===== config.mk =====
export PLATFORM = sky130hd
export DESIGN_NAME = flash_id_probe
export DESIGN_NICKNAME = d
export VERILOG_FILES = /design/src/rtl/flash_probe_pkg.sv /design/src/rtl/spi_byte_xfer.sv /design/src/rtl/id_decode.sv /design/src/rtl/probe_ctrl.sv /design/src/rtl/flash_id_probe.sv
export SDC_FILE = /design/constraint.sdc
export NUM_CORES = 1
export LEC_CHECK = 0
export BUFFER_PORTS_ARGS = -buffer_cell sky130_fd_sc_hd__buf_2
export CAP_MARGIN = 40
export CORE_ASPECT_RATIO = 0.5
export CORE_MARGIN = 2
export CORE_UTILIZATION = 55
export DETAILED_ROUTE_END_ITERATION = 8
export PLACE_DENSITY = 0.8
export SYNTH_ARGS = -nofsm -noshare
export SYNTH_HDL_FRONTEND = slang
export SYNTH_SLANG_ARGS = --single-unit

===== constraint.sdc =====
create_clock -name clk -period 5.9 [get_ports clk]
set_input_delay 0.295 -clock clk [delete_from_list [all_inputs] [get_ports clk]]
set_output_delay 0.295 -clock clk [all_outputs]
set_load 0.02 [all_outputs]

===== src/rtl/flash_probe_pkg.sv =====
`timescale 1ns/1ps
package flash_probe_pkg;

    localparam int ID_W = 16;

    localparam logic [7:0] OP_READ_ID     = 8'h9F;
    localparam logic [7:0] OP_LEGACY_SIG  = 8'hAB;
    localparam logic [7:0] OP_READ_STATUS = 8'h05;
    localparam logic [7:0] CONT_CODE      = 8'h7F;

    typedef enum logic [1:0] {
        CMD_ID,
        CMD_SIG,
        CMD_STAT
    } cmd_e;

    typedef enum logic [2:0] {
        ST_IDLE,
        ST_SHIFT,
        ST_WAIT,
        ST_GAP,
        ST_DECIDE,
        ST_FINISH
    } state_e;

    typedef struct packed {
        logic [ID_W-1:0] manuf;
        logic [ID_W-1:0] model;
        logic            par_warn;
        logic            all_ones;
    } id_info_t;

    function automatic logic parity_is_odd(input logic [7:0] b);
        return ^b;
    endfunction

    function automatic logic [7:0] opcode_of(input cmd_e c);
        case (c)
            CMD_ID:  return OP_READ_ID;
            CMD_SIG: return OP_LEGACY_SIG;
            default: return OP_READ_STATUS;
        endcase
    endfunction

    // index of the final byte in a command frame (opcode is index 0)
    function automatic logic [2:0] last_index(input cmd_e c, input logic four);
        case (c)
            CMD_ID:  return four ? 3'd4 : 3'd3;
            CMD_SIG: return 3'd4;
            default: return 3'd1;
        endcase
    endfunction

endpackage


===== src/rtl/spi_byte_xfer.sv =====
`timescale 1ns/1ps
module spi_byte_xfer #(
    parameter int CLK_DIV = 4
) (
    input  logic       clk,
    input  logic       rst,
    input  logic       go,
    input  logic [7:0] tx_byte,
    input  logic       miso,
    output logic       sck,
    output logic       mosi,
    output logic [7:0] rx_byte,
    output logic       byte_done
);
    localparam int DW = (CLK_DIV > 1) ? $clog2(CLK_DIV) : 1;

    logic          active;
    logic          phase_hi;
    logic [DW-1:0] div_cnt;
    logic [2:0]    bit_cnt;
    logic [7:0]    sh_tx;
    logic [7:0]    sh_rx;

    assign mosi    = sh_tx[7];
    assign rx_byte = sh_rx;

    always_ff @(posedge clk) begin
        if (rst) begin
            active    <= 1'b0;
            phase_hi  <= 1'b0;
            div_cnt   <= '0;
            bit_cnt   <= '0;
            sh_tx     <= '0;
            sh_rx     <= '0;
            sck       <= 1'b0;
            byte_done <= 1'b0;
        end else begin
            byte_done <= 1'b0;
            if (!active) begin
                if (go) begin
                    active   <= 1'b1;
                    phase_hi <= 1'b0;
                    div_cnt  <= '0;
                    bit_cnt  <= '0;
                    sh_tx    <= tx_byte;
                end
            end else if (div_cnt == DW'(CLK_DIV - 1)) begin
                div_cnt <= '0;
                if (!phase_hi) begin
                    sck      <= 1'b1;
                    phase_hi <= 1'b1;
                    sh_rx    <= {sh_rx[6:0], miso};
                end else begin
                    sck      <= 1'b0;
                    phase_hi <= 1'b0;
                    if (bit_cnt == 3'd7) begin
                        active    <= 1'b0;
                        byte_done <= 1'b1;
                    end else begin
                        bit_cnt <= bit_cnt + 3'd1;
                        sh_tx   <= {sh_tx[6:0], 1'b0};
                    end
                end
            end else begin
                div_cnt <= div_cnt + DW'(1);
            end
        end
    end
endmodule


===== src/rtl/id_decode.sv =====
`timescale 1ns/1ps
module id_decode
    import flash_probe_pkg::*;
(
    input  logic [3:0][7:0] reply,
    input  logic            four_byte,
    output id_info_t        info
);
    logic cont;

    always_comb begin
        cont          = (reply[0] == CONT_CODE);
        info.all_ones = (reply[0] == 8'hFF) && (reply[1] == 8'hFF) && (reply[2] == 8'hFF);
        info.par_warn = !parity_is_odd(reply[0]) || (cont && !parity_is_odd(reply[1]));
        if (cont) begin
            info.manuf = {reply[0], reply[1]};
            info.model = four_byte ? {reply[2], reply[3]} : {8'h00, reply[2]};
        end else begin
            info.manuf = {8'h00, reply[0]};
            info.model = {reply[1], reply[2]};
        end
    end
endmodule


===== src/rtl/probe_ctrl.sv =====
`timescale 1ns/1ps
module probe_ctrl
    import flash_probe_pkg::*;
#(
    parameter int              CLK_DIV       = 4,
    parameter logic [ID_W-1:0] GENERIC_MODEL = 16'hFFFF
) (
    input  logic            clk,
    input  logic            rst,
    input  logic            start,
    input  logic            four_byte,
    input  logic [ID_W-1:0] exp_manuf,
    input  logic [ID_W-1:0] exp_model,
    input  id_info_t        id,
    input  logic            byte_done,
    input  logic [7:0]      rx_byte,
    output logic            byte_go,
    output logic [7:0]      tx_byte,
    output logic            cs_n,
    output logic [3:0][7:0] reply,
    output logic            four_q,
    output logic            busy,
    output logic            done,
    output logic            id_match,
    output logic            id_nomatch,
    output logic            parity_warn,
    output logic            legacy_used,
    output logic [ID_W-1:0] manuf_id,
    output logic [ID_W-1:0] model_id,
    output logic [7:0]      status_byte
);
    localparam int GAP_CYC = 4 * CLK_DIV;
    localparam int GW      = $clog2(GAP_CYC + 1);

    state_e          state;
    cmd_e            cmd;
    logic [2:0]      idx;
    logic [GW-1:0]   gap_cnt;
    logic [7:0]      sig_q;
    logic            matched;
    logic            id_hit;
    logic            sig_hit;
    logic [ID_W-1:0] sig_model;

    assign busy      = (state != ST_IDLE);
    assign sig_model = {8'h00, sig_q};
    assign id_hit    = (id.manuf == exp_manuf) &&
                       ((id.model == exp_model) || (exp_model == GENERIC_MODEL));
    assign sig_hit   = (sig_model == exp_model);

    always_ff @(posedge clk) begin
        if (rst) begin
            state       <= ST_IDLE;
            cmd         <= CMD_ID;
            idx         <= '0;
            gap_cnt     <= '0;
            sig_q       <= '0;
            matched     <= 1'b0;
            byte_go     <= 1'b0;
            tx_byte     <= '0;
            cs_n        <= 1'b1;
            reply       <= '0;
            four_q      <= 1'b0;
            done        <= 1'b0;
            id_match    <= 1'b0;
            id_nomatch  <= 1'b0;
            parity_warn <= 1'b0;
            legacy_used <= 1'b0;
            manuf_id    <= '0;
            model_id    <= '0;
            status_byte <= '0;
        end else begin
            byte_go <= 1'b0;
            done    <= 1'b0;
            case (state)
                ST_IDLE: begin
                    if (start) begin
                        four_q      <= four_byte;
                        id_match    <= 1'b0;
                        id_nomatch  <= 1'b0;
                        parity_warn <= 1'b0;
                        legacy_used <= 1'b0;
                        manuf_id    <= '0;
                        model_id    <= '0;
                        status_byte <= '0;
                        matched     <= 1'b0;
                        cmd         <= CMD_ID;
                        idx         <= '0;
                        cs_n        <= 1'b0;
                        state       <= ST_SHIFT;
                    end
                end
                ST_SHIFT: begin
                    byte_go <= 1'b1;
                    tx_byte <= (idx == 3'd0) ? opcode_of(cmd) : 8'h00;
                    state   <= ST_WAIT;
                end
                ST_WAIT: begin
                    if (byte_done) begin
                        case (cmd)
                            CMD_ID:  if (idx != 3'd0) reply[idx[1:0] - 2'd1] <= rx_byte;
                            CMD_SIG: if (idx == 3'd4) sig_q <= rx_byte;
                            default: if (idx == 3'd1) status_byte <= rx_byte;
                        endcase
                        if (idx == last_index(cmd, four_q)) begin
                            cs_n    <= 1'b1;
                            gap_cnt <= '0;
                            state   <= ST_GAP;
                        end else begin
                            idx   <= idx + 3'd1;
                            state <= ST_SHIFT;
                        end
                    end
                end
                ST_GAP: begin
                    if (gap_cnt == GW'(GAP_CYC - 1)) begin
                        state <= ST_DECIDE;
                    end else begin
                        gap_cnt <= gap_cnt + GW'(1);
                    end
                end
                ST_DECIDE: begin
                    idx <= '0;
                    case (cmd)
                        CMD_ID: begin
                            if (id.all_ones) begin
                                legacy_used <= 1'b1;
                                cmd         <= CMD_SIG;
                                cs_n        <= 1'b0;
                                state       <= ST_SHIFT;
                            end else begin
                                manuf_id    <= id.manuf;
                                model_id    <= id.model;
                                parity_warn <= id.par_warn;
                                if (id_hit) begin
                                    matched <= 1'b1;
                                    cmd     <= CMD_STAT;
                                    cs_n    <= 1'b0;
                                    state   <= ST_SHIFT;
                                end else begin
                                    state <= ST_FINISH;
                                end
                            end
                        end
                        CMD_SIG: begin
                            manuf_id <= '0;
                            model_id <= sig_model;
                            if (sig_hit) begin
                                matched <= 1'b1;
                                cmd     <= CMD_STAT;
                                cs_n    <= 1'b0;
                                state   <= ST_SHIFT;
                            end else begin
                                state <= ST_FINISH;
                            end
                        end
                        default: state <= ST_FINISH;
                    endcase
                end
                ST_FINISH: begin
                    done       <= 1'b1;
                    id_match   <= matched;
                    id_nomatch <= !matched;
                    state      <= ST_IDLE;
                end
                default: state <= ST_IDLE;
            endcase
        end
    end
endmodule


===== src/rtl/flash_id_probe.sv =====
`timescale 1ns/1ps
module flash_id_probe
    import flash_probe_pkg::*;
#(
    parameter int              CLK_DIV       = 4,
    parameter logic [ID_W-1:0] GENERIC_MODEL = 16'hFFFF
) (
    input  logic            clk,
    input  logic            rst,
    input  logic            start,
    input  logic            four_byte,
    input  logic [ID_W-1:0] exp_manuf,
    input  logic [ID_W-1:0] exp_model,
    input  logic            spi_miso,
    output logic            spi_sck,
    output logic            spi_cs_n,
    output logic            spi_mosi,
    output logic            busy,
    output logic            done,
    output logic            id_match,
    output logic            id_nomatch,
    output logic            parity_warn,
    output logic            legacy_used,
    output logic [ID_W-1:0] manuf_id,
    output logic [ID_W-1:0] model_id,
    output logic [7:0]      status_byte
);
    logic            byte_go;
    logic            byte_done;
    logic [7:0]      tx_byte;
    logic [7:0]      rx_byte;
    logic [3:0][7:0] reply;
    logic            four_q;
    id_info_t        id_info;

    spi_byte_xfer #(.CLK_DIV(CLK_DIV)) u_xfer (
        .clk       (clk),
        .rst       (rst),
        .go        (byte_go),
        .tx_byte   (tx_byte),
        .miso      (spi_miso),
        .sck       (spi_sck),
        .mosi      (spi_mosi),
        .rx_byte   (rx_byte),
        .byte_done (byte_done)
    );

    id_decode u_decode (
        .reply     (reply),
        .four_byte (four_q),
        .info      (id_info)
    );

    probe_ctrl #(
        .CLK_DIV       (CLK_DIV),
        .GENERIC_MODEL (GENERIC_MODEL)
    ) u_ctrl (
        .clk         (clk),
        .rst         (rst),
        .start       (start),
        .four_byte   (four_byte),
        .exp_manuf   (exp_manuf),
        .exp_model   (exp_model),
        .id          (id_info),
        .byte_done   (byte_done),
        .rx_byte     (rx_byte),
        .byte_go     (byte_go),
        .tx_byte     (tx_byte),
        .cs_n        (spi_cs_n),
        .reply       (reply),
        .four_q      (four_q),
        .busy        (busy),
        .done        (done),
        .id_match    (id_match),
        .id_nomatch  (id_nomatch),
        .parity_warn (parity_warn),
        .legacy_used (legacy_used),
        .manuf_id    (manuf_id),
        .model_id    (model_id),
        .status_byte (status_byte)
    );
endmodule


# After elaboration in Yosys (flattened, before gate mapping)
# Index checks and enable logic that the tools add are counted.
dict set report word_totals {
  reg_bits 135
}
dict set report classes {
  bitwise 3
  add_sub_neg 5
  n_mux 93
  magnitude_cmp 2
  n_eq_ne 39
  n_reduce_logical 43
}
# operator n
set op_table {}
lappend op_table {{one-hot mux 16 bit (2 select lines)} 4}
lappend op_table {{two-way mux 8 bit} 11}
lappend op_table {{two-way mux 16 bit} 4}
lappend op_table {{two-way mux 3 bit} 18}
lappend op_table {{bitwise mux 32 bit} 1}
lappend op_table {{== test 16 bit} 2}
lappend op_table {{two-way mux 32 bit} 1}
lappend op_table {{one-hot mux 8 bit (2 select lines)} 2}
lappend op_table {{AND reduction 4 bit} 8}
lappend op_table {{two-way mux 1 bit} 25}
lappend op_table {{== test 8 bit (second input constant)} 3}
lappend op_table {{!= test 2 bit (second input constant)} 11}
lappend op_table {{demux 8 bit (select 2 bit)} 1}
lappend op_table {{== test 16 bit (second input constant)} 1}
lappend op_table {{== test 8 x 16 -> 1 bit} 1}
lappend op_table {{two-way mux 2 bit} 8}
lappend op_table {{XOR reduction 8 bit} 2}
lappend op_table {{two-way mux 5 bit} 3}
lappend op_table {{one-hot mux 3 bit (5 select lines)} 1}
lappend op_table {{one-hot mux 1 bit (2 select lines)} 7}
lappend op_table {{== test 3 bit (second input constant)} 4}
lappend op_table {{one-hot mux 3 bit (2 select lines)} 2}
lappend op_table {{one-hot mux 5 bit (2 select lines)} 1}
lappend op_table {{AND reduction 5 bit} 2}
lappend op_table {{other kinds (34)} 62}

# Logic depth before layout (Yosys ltp)
dict set report depth {
  ltp_word 9
  depth_mapped 10
  ltp_nobuf 9
}

# Hierarchy
# From an unflattened synthesis, not the netlist that was laid out.
dict set report hier_totals {
  hier_cells 743
  area_unflattened_um2 6583.8
}
# module area_each_um2 seq_area_each_um2 n_inst cells_per_inst
set modules_own_cells {}
lappend modules_own_cells {probe_ctrl 4855.9 2142.1 1 543}
lappend modules_own_cells {spi_byte_xfer 1109.8 500.5 1 106}
lappend modules_own_cells {id_decode 618.1 0.0 1 94}

# Least setup slack after synthesis
# Ideal clock, no wire load.
dict set report synth_path {
  kind {register to register}
  from {reg u_ctrl.reply[3] (netlist bit)}
  to {reg u_ctrl.state[2]}
  t_arrival_ps 2212
  path_stages_with_launch 9
  path_buffers 1
  t_required_ps 5780
  setup_slack_ps 3569
  setup_ps 120
  synth_period_minus_slack_ps 2331
  cell_sequence {dfxtp_1 ha_1 and4_1 buf_2 o2111ai_1 a221oi_1 a41oi_1 or3_1 a211o_1}
}
dict set report synth_via {
  elab_chain_cells 9
  elab_cells_between_ends 13
  classes_between {eq/ne (4); mux (5); reduce/logical (4)}
}
# item line
set synth_lines {}
lappend synth_lines {{from (decl)} probe_ctrl.sv:20} ;# output logic [3:0][7:0] reply,
lappend synth_lines {{from (signal, indexed assignment)} probe_ctrl.sv:101} ;# CMD_ID: if (idx != 3'd0) reply[idx[1:0] - 2'd1] <= rx_byte;
lappend synth_lines {{== test 8 x 7 -> 1 bit} id_decode.sv:12} ;# cont = (reply[0] == CONT_CODE);
lappend synth_lines {{two-way mux 32 bit} id_decode.sv:15} ;# if (cont) begin
lappend synth_lines {{== test 16 bit} probe_ctrl.sv:48} ;# ((id.model == exp_model) || (exp_model == GENERIC_MODEL));
lappend synth_lines {{logical OR 1 bit} probe_ctrl.sv:48}
lappend synth_lines {{logical AND 1 bit} probe_ctrl.sv:47} ;# assign id_hit = (id.manuf == exp_manuf) &&
lappend synth_lines {{two-way mux 3 bit} probe_ctrl.sv:135} ;# if (id_hit) begin
lappend synth_lines {{two-way mux 3 bit *} probe_ctrl.sv:126} ;# if (id.all_ones) begin
lappend synth_lines {{one-hot mux 3 bit (2 select lines) *} probe_ctrl.sv:124} ;# case (cmd)
lappend synth_lines {{one-hot mux 3 bit (5 select lines) *} probe_ctrl.sv:75} ;# case (state)
lappend synth_lines {{to (signal assigned)} probe_ctrl.sv:130} ;# state <= ST_SHIFT;
lappend synth_lines {{to (signal assigned)} probe_ctrl.sv:139} ;# state <= ST_SHIFT;
lappend synth_lines {{to (signal assigned)} probe_ctrl.sv:141} ;# state <= ST_FINISH;
lappend synth_lines {{to (decl)} probe_ctrl.sv:35} ;# state_e state;
# Mark *: on every way between the ends. The rest lies on a longest branch, timed or not.
# A chain may end at the register's enable or synchronous reset.

# Final worst setup path
dict set report layout_path {
  from {reg u_ctrl.reply[3] (netlist bit)}
  to {reg u_ctrl.cs_n}
}
dict set report layout_via {
  elab_chain_cells 7
  elab_cells_between_ends 14
  classes_between {eq/ne (5); mux (4); reduce/logical (5)}
}
# item line
set layout_lines {}
lappend layout_lines {{== test 8 x 7 -> 1 bit} id_decode.sv:12}
lappend layout_lines {{two-way mux 32 bit} id_decode.sv:15}
lappend layout_lines {{== test 16 bit} probe_ctrl.sv:48}
lappend layout_lines {{logical OR 1 bit} probe_ctrl.sv:48}
lappend layout_lines {{logical AND 1 bit} probe_ctrl.sv:47}
lappend layout_lines {{!= test 4 x 3 -> 1 bit (no source line)} -}
lappend layout_lines {{AND reduction 7 bit (no source line)} -}
lappend layout_lines {{to (signal assigned)} probe_ctrl.sv:61} ;# cs_n <= 1'b1;
lappend layout_lines {{to (signal assigned)} probe_ctrl.sv:89} ;# cs_n <= 1'b0;
lappend layout_lines {{to (signal assigned)} probe_ctrl.sv:106} ;# cs_n <= 1'b1;
lappend layout_lines {{to (decl)} probe_ctrl.sv:19} ;# output logic cs_n,
# Parallel ways exist; a longest one is shown, timed or not.

==> results.toml <==
[synth]
async_sr_flop_fraction = 0
number_of_enable_type_register_cells_in_the_synthesized_netlist = 0
synth-compound-area-share = 0.165
synth-main-ff-cell = "dfxtp_1"
ys_top_cells_by_area = "dfxtp_1 39%, mux2i_1 8.0%, a21oi_1 7.0%, nand2_1 6.5%, nor2_1 5.3%"
synth.ff_latch_count = 132
synthMuxAreaShare = 0.0799
largest_family_of_logic_cells_by_synthesized_area = "simple AND/OR/NAND/NOR gates"
postSynthNetCount = 895
synthSimpleGateAreaFrac = 0.225
synth_xor_area_frac = 0.0544
synth_largest_area_cell = "dfxtp_1"
post_synth_adder_cell_area = 0.0351
synth_top_area_share = 0.390
synthesis.area_um2 = 6770
seq_area_frac_synth = 0.390
postSynthAreaPerCell_um2 = 8.07
yosys.cell_types.count = 61
synthCells = 839
synth-warning-count = 0

[flow_run]
timing.max_cap.violations = 0

[clocking]
cts_tree = "yes"
numCtsBuffers = 17
cts_hold_repair.buffers = 0
ctsResizeCount = 0
cts_sinks = 132
cts.root.buffer_cell = "clkbuf_16"
cts_post_setup_buffers_inserted = 0
clock_latency_ns = 0.42
path_clk_slew_ns = 0.06
ctsHtreeMaxLevel = 4
clk_path_buf_depth = 2

[finish]
sequential_cell_area_um2 = 2640
syn_to_layout_area_delta_pct = 15.3
layout-drive-gt1-share = 0.144
area_used_by_multi_input_combinational_logic_um2 = 3790
final_common_cell = "dfxtp_1"
finalNonFillerCells = 1075
mostFrequentLayoutCells = "132 x dfxtp_1, 118 x nand2_1, 95 x nor2_1"
n_antenna_cell = 0
final_net_count = 953
number_of_inserted_filler_cells_in_the_final_layout = 1028

[global_routing]
overflow = 0
pin_count_of_the_biggest_net_entering_global_routing = 84
first_global_vias = 5772
globalRouteTotalUtil = 0.284
number_of_antenna_violations_at_the_first_check_in_global_routing = 0
grt_first_pass_wirelength_mm = 29.4

[placed_design]
place.port_buffers = 85
hpwlAfterDp_mm = 12.9
post_placement_cell_count = 1043
gp_routability_congestion = 0.943

[timing]
fin_crit_sh = 0.557
final.min_clock_period_ns = 3.29
timing.max_slew.rel_slack = 0.435
final-hold-violation-count = 0
finalSetupViolations = 0
fin_tns_setup_ns = 0
grt_setup_unrepaired = "no"
fin_skew_ns = 0.0147
worst_slew_pin_slew_ns = 0.848
maxClockFrequency_ghz = 0.304
report.final.slew_viol_count = 0

[power_and_ir_drop]
worst_ir_drop_vdd_mv = 0.185
p_leak_nw = 3.21
power_per_standard_cell_area_nw_per_um2 = 278
report.power.total_mw = 2.17

[critical_path]
worstSetupPathType = "reg -> reg"
cp-start-kind = "flop"
worst_ep_required_time_ns = 6.20
crit_arrival_ns = 3.59
ff2ff_setup_slack_ns = 2.61
crit_fanout = 20
critPathCaptureType = "flop"

[die]
boundaryPins = 86
fp.dieArea_um2 = 13300
coreArea_um2 = 11900
rows = 28
dieHeight_um = 82.4
start_util = 0.568
die_x_um = 161

[drt]
drtIter0Drc = 756
drcViolationCount = 0
final_ant_viol_nets = 0
dr.pass1.iters = 6
routed_len_inst_um = 17.7
finalWirelength_mm = 19.0
vias_per_cell = 6.04
detailroute.via_count = 6492

[status]
run_status = "finished, final reports clean"

[hold_path]
tightest_hold_check_type = "in -> reg"
## worst max-delay path: stages, from the launching register on
cell	delay [ns]
dfxtp_1	0.51
ha_1	0.36
and4_1	0.73
mux2i_1	0.31
nor2_1	0.06
nor4_1	0.29
a41oi_1	0.15
or3_1	0.45
a211o_1	0.29
## registers in the layout, indices dropped and copies added (netlist names), 2 cells and up
| signal | cells |
|---|---|
| u_ctrl.reply | 32 |
| u_ctrl.sig_q | 8 |
| u_ctrl.cmd | 2 |
| u_ctrl.tx_byte | 5 |
| u_ctrl.status_byte | 8 |
| u_ctrl.gap_cnt | 5 |
| u_xfer.div_cnt | 2 |
| u_ctrl.model_id | 16 |
| u_ctrl.idx | 3 |
| u_xfer.rx_byte | 8 |
| u_ctrl.state | 3 |
| u_xfer.bit_cnt | 3 |
| u_ctrl.manuf_id | 16 |
| u_xfer.sh_tx | 8 |
## layout make-up
| type | instances | area share |
|---|---|---|
| clock buffers | 19 | 0.0567 |
| clock inverters | 13 | 0.0188 |
| inverters | 32 | 0.0154 |
| multi-input cells | 625 | 0.485 |
| flip-flops and latches | 132 | 0.339 |
| well taps | 165 | 0.0265 |
| repair buffers | 89 | 0.0587 |
## power by group
part	internal, mW	switching (mW)	total [mW]
clock	0.639	0.423	1.06
sequential	0.908	0.0243	0.932
combinational	0.0579	0.121	0.179
total	1.60	0.569	2.17
## routing by layer
layer | GRT usage | part of all wire | up-vias
met4 | 0.117 | 0.026 | 0
met1 | 0.365 | 0.43 | 3005
met3 | 0.0704 | 0.10 | 58
met5 | 0 | 0 | -
met2 | 0.469 | 0.44 | 362
li1 | - | - | 3067
## cell families after synthesis
group           after synthesis
simple gates                328
compound gates              182
flops                       132
buf+inv                      82
mux                          54
xor+xnor                     42
fa+ha+maj                    19
## through the flow
step / util / worst slack, ns / hold slack, ns / instance area [um^2]
floorplan: - / 3.57 / 0.431 / 6770
global placement: 0.606 / 2.89 / 0.435 / 7220
detailed placement: 0.606 / 2.74 / 0.441 / 7220
CTS: 0.655 / 2.71 / 0.118 / 7800
global route: 0.655 / 2.52 / 0.121 / 7800
finish: 0.655 / 2.61 / 0.120 / 7800
## worst paths after layout
path	from	endpoint	cells after the start
setup reg to reg	u_ctrl.reply[3]$_SDFFE_PP0P_	u_ctrl.cs_n$_SDFFE_PP1P_	8
hold / removal	spi_miso	u_xfer.rx_byte[0]$_SDFFE_PP0P_	3
setup / recovery	u_ctrl.reply[3]$_SDFFE_PP0P_	u_ctrl.cs_n$_SDFFE_PP1P_	8
hold reg to reg	u_ctrl.model_id[3]$_SDFFE_PP0P_	u_ctrl.model_id[3]$_SDFFE_PP0P_	2
## synthesized netlist by cell type, drive strengths merged, types with 2 or more instances
library cell and instances:
nand3 42, a31oi 6, nor4 8, inv 31, ha 19, or3 11, nor2b 2, o2111ai 10
and4 4, o21ai 22, a2111oi 4, o22a 2, nand4 11, a211o 3, nor2 97, nand2 118
a2bb2oi 3, o21a 3, xor2 20, a222oi 3, a22oi 5, dfxtp 132, nor3 15, a211oi 8
and3 5, o211ai 3, nand2b 5, xnor2 22, a221oi 4, mux2i 54, clkbuf 27, o22ai 4
buf 23, a21oi 94, or2 3
Note: power is estimated with default switching activity, not from simulation.
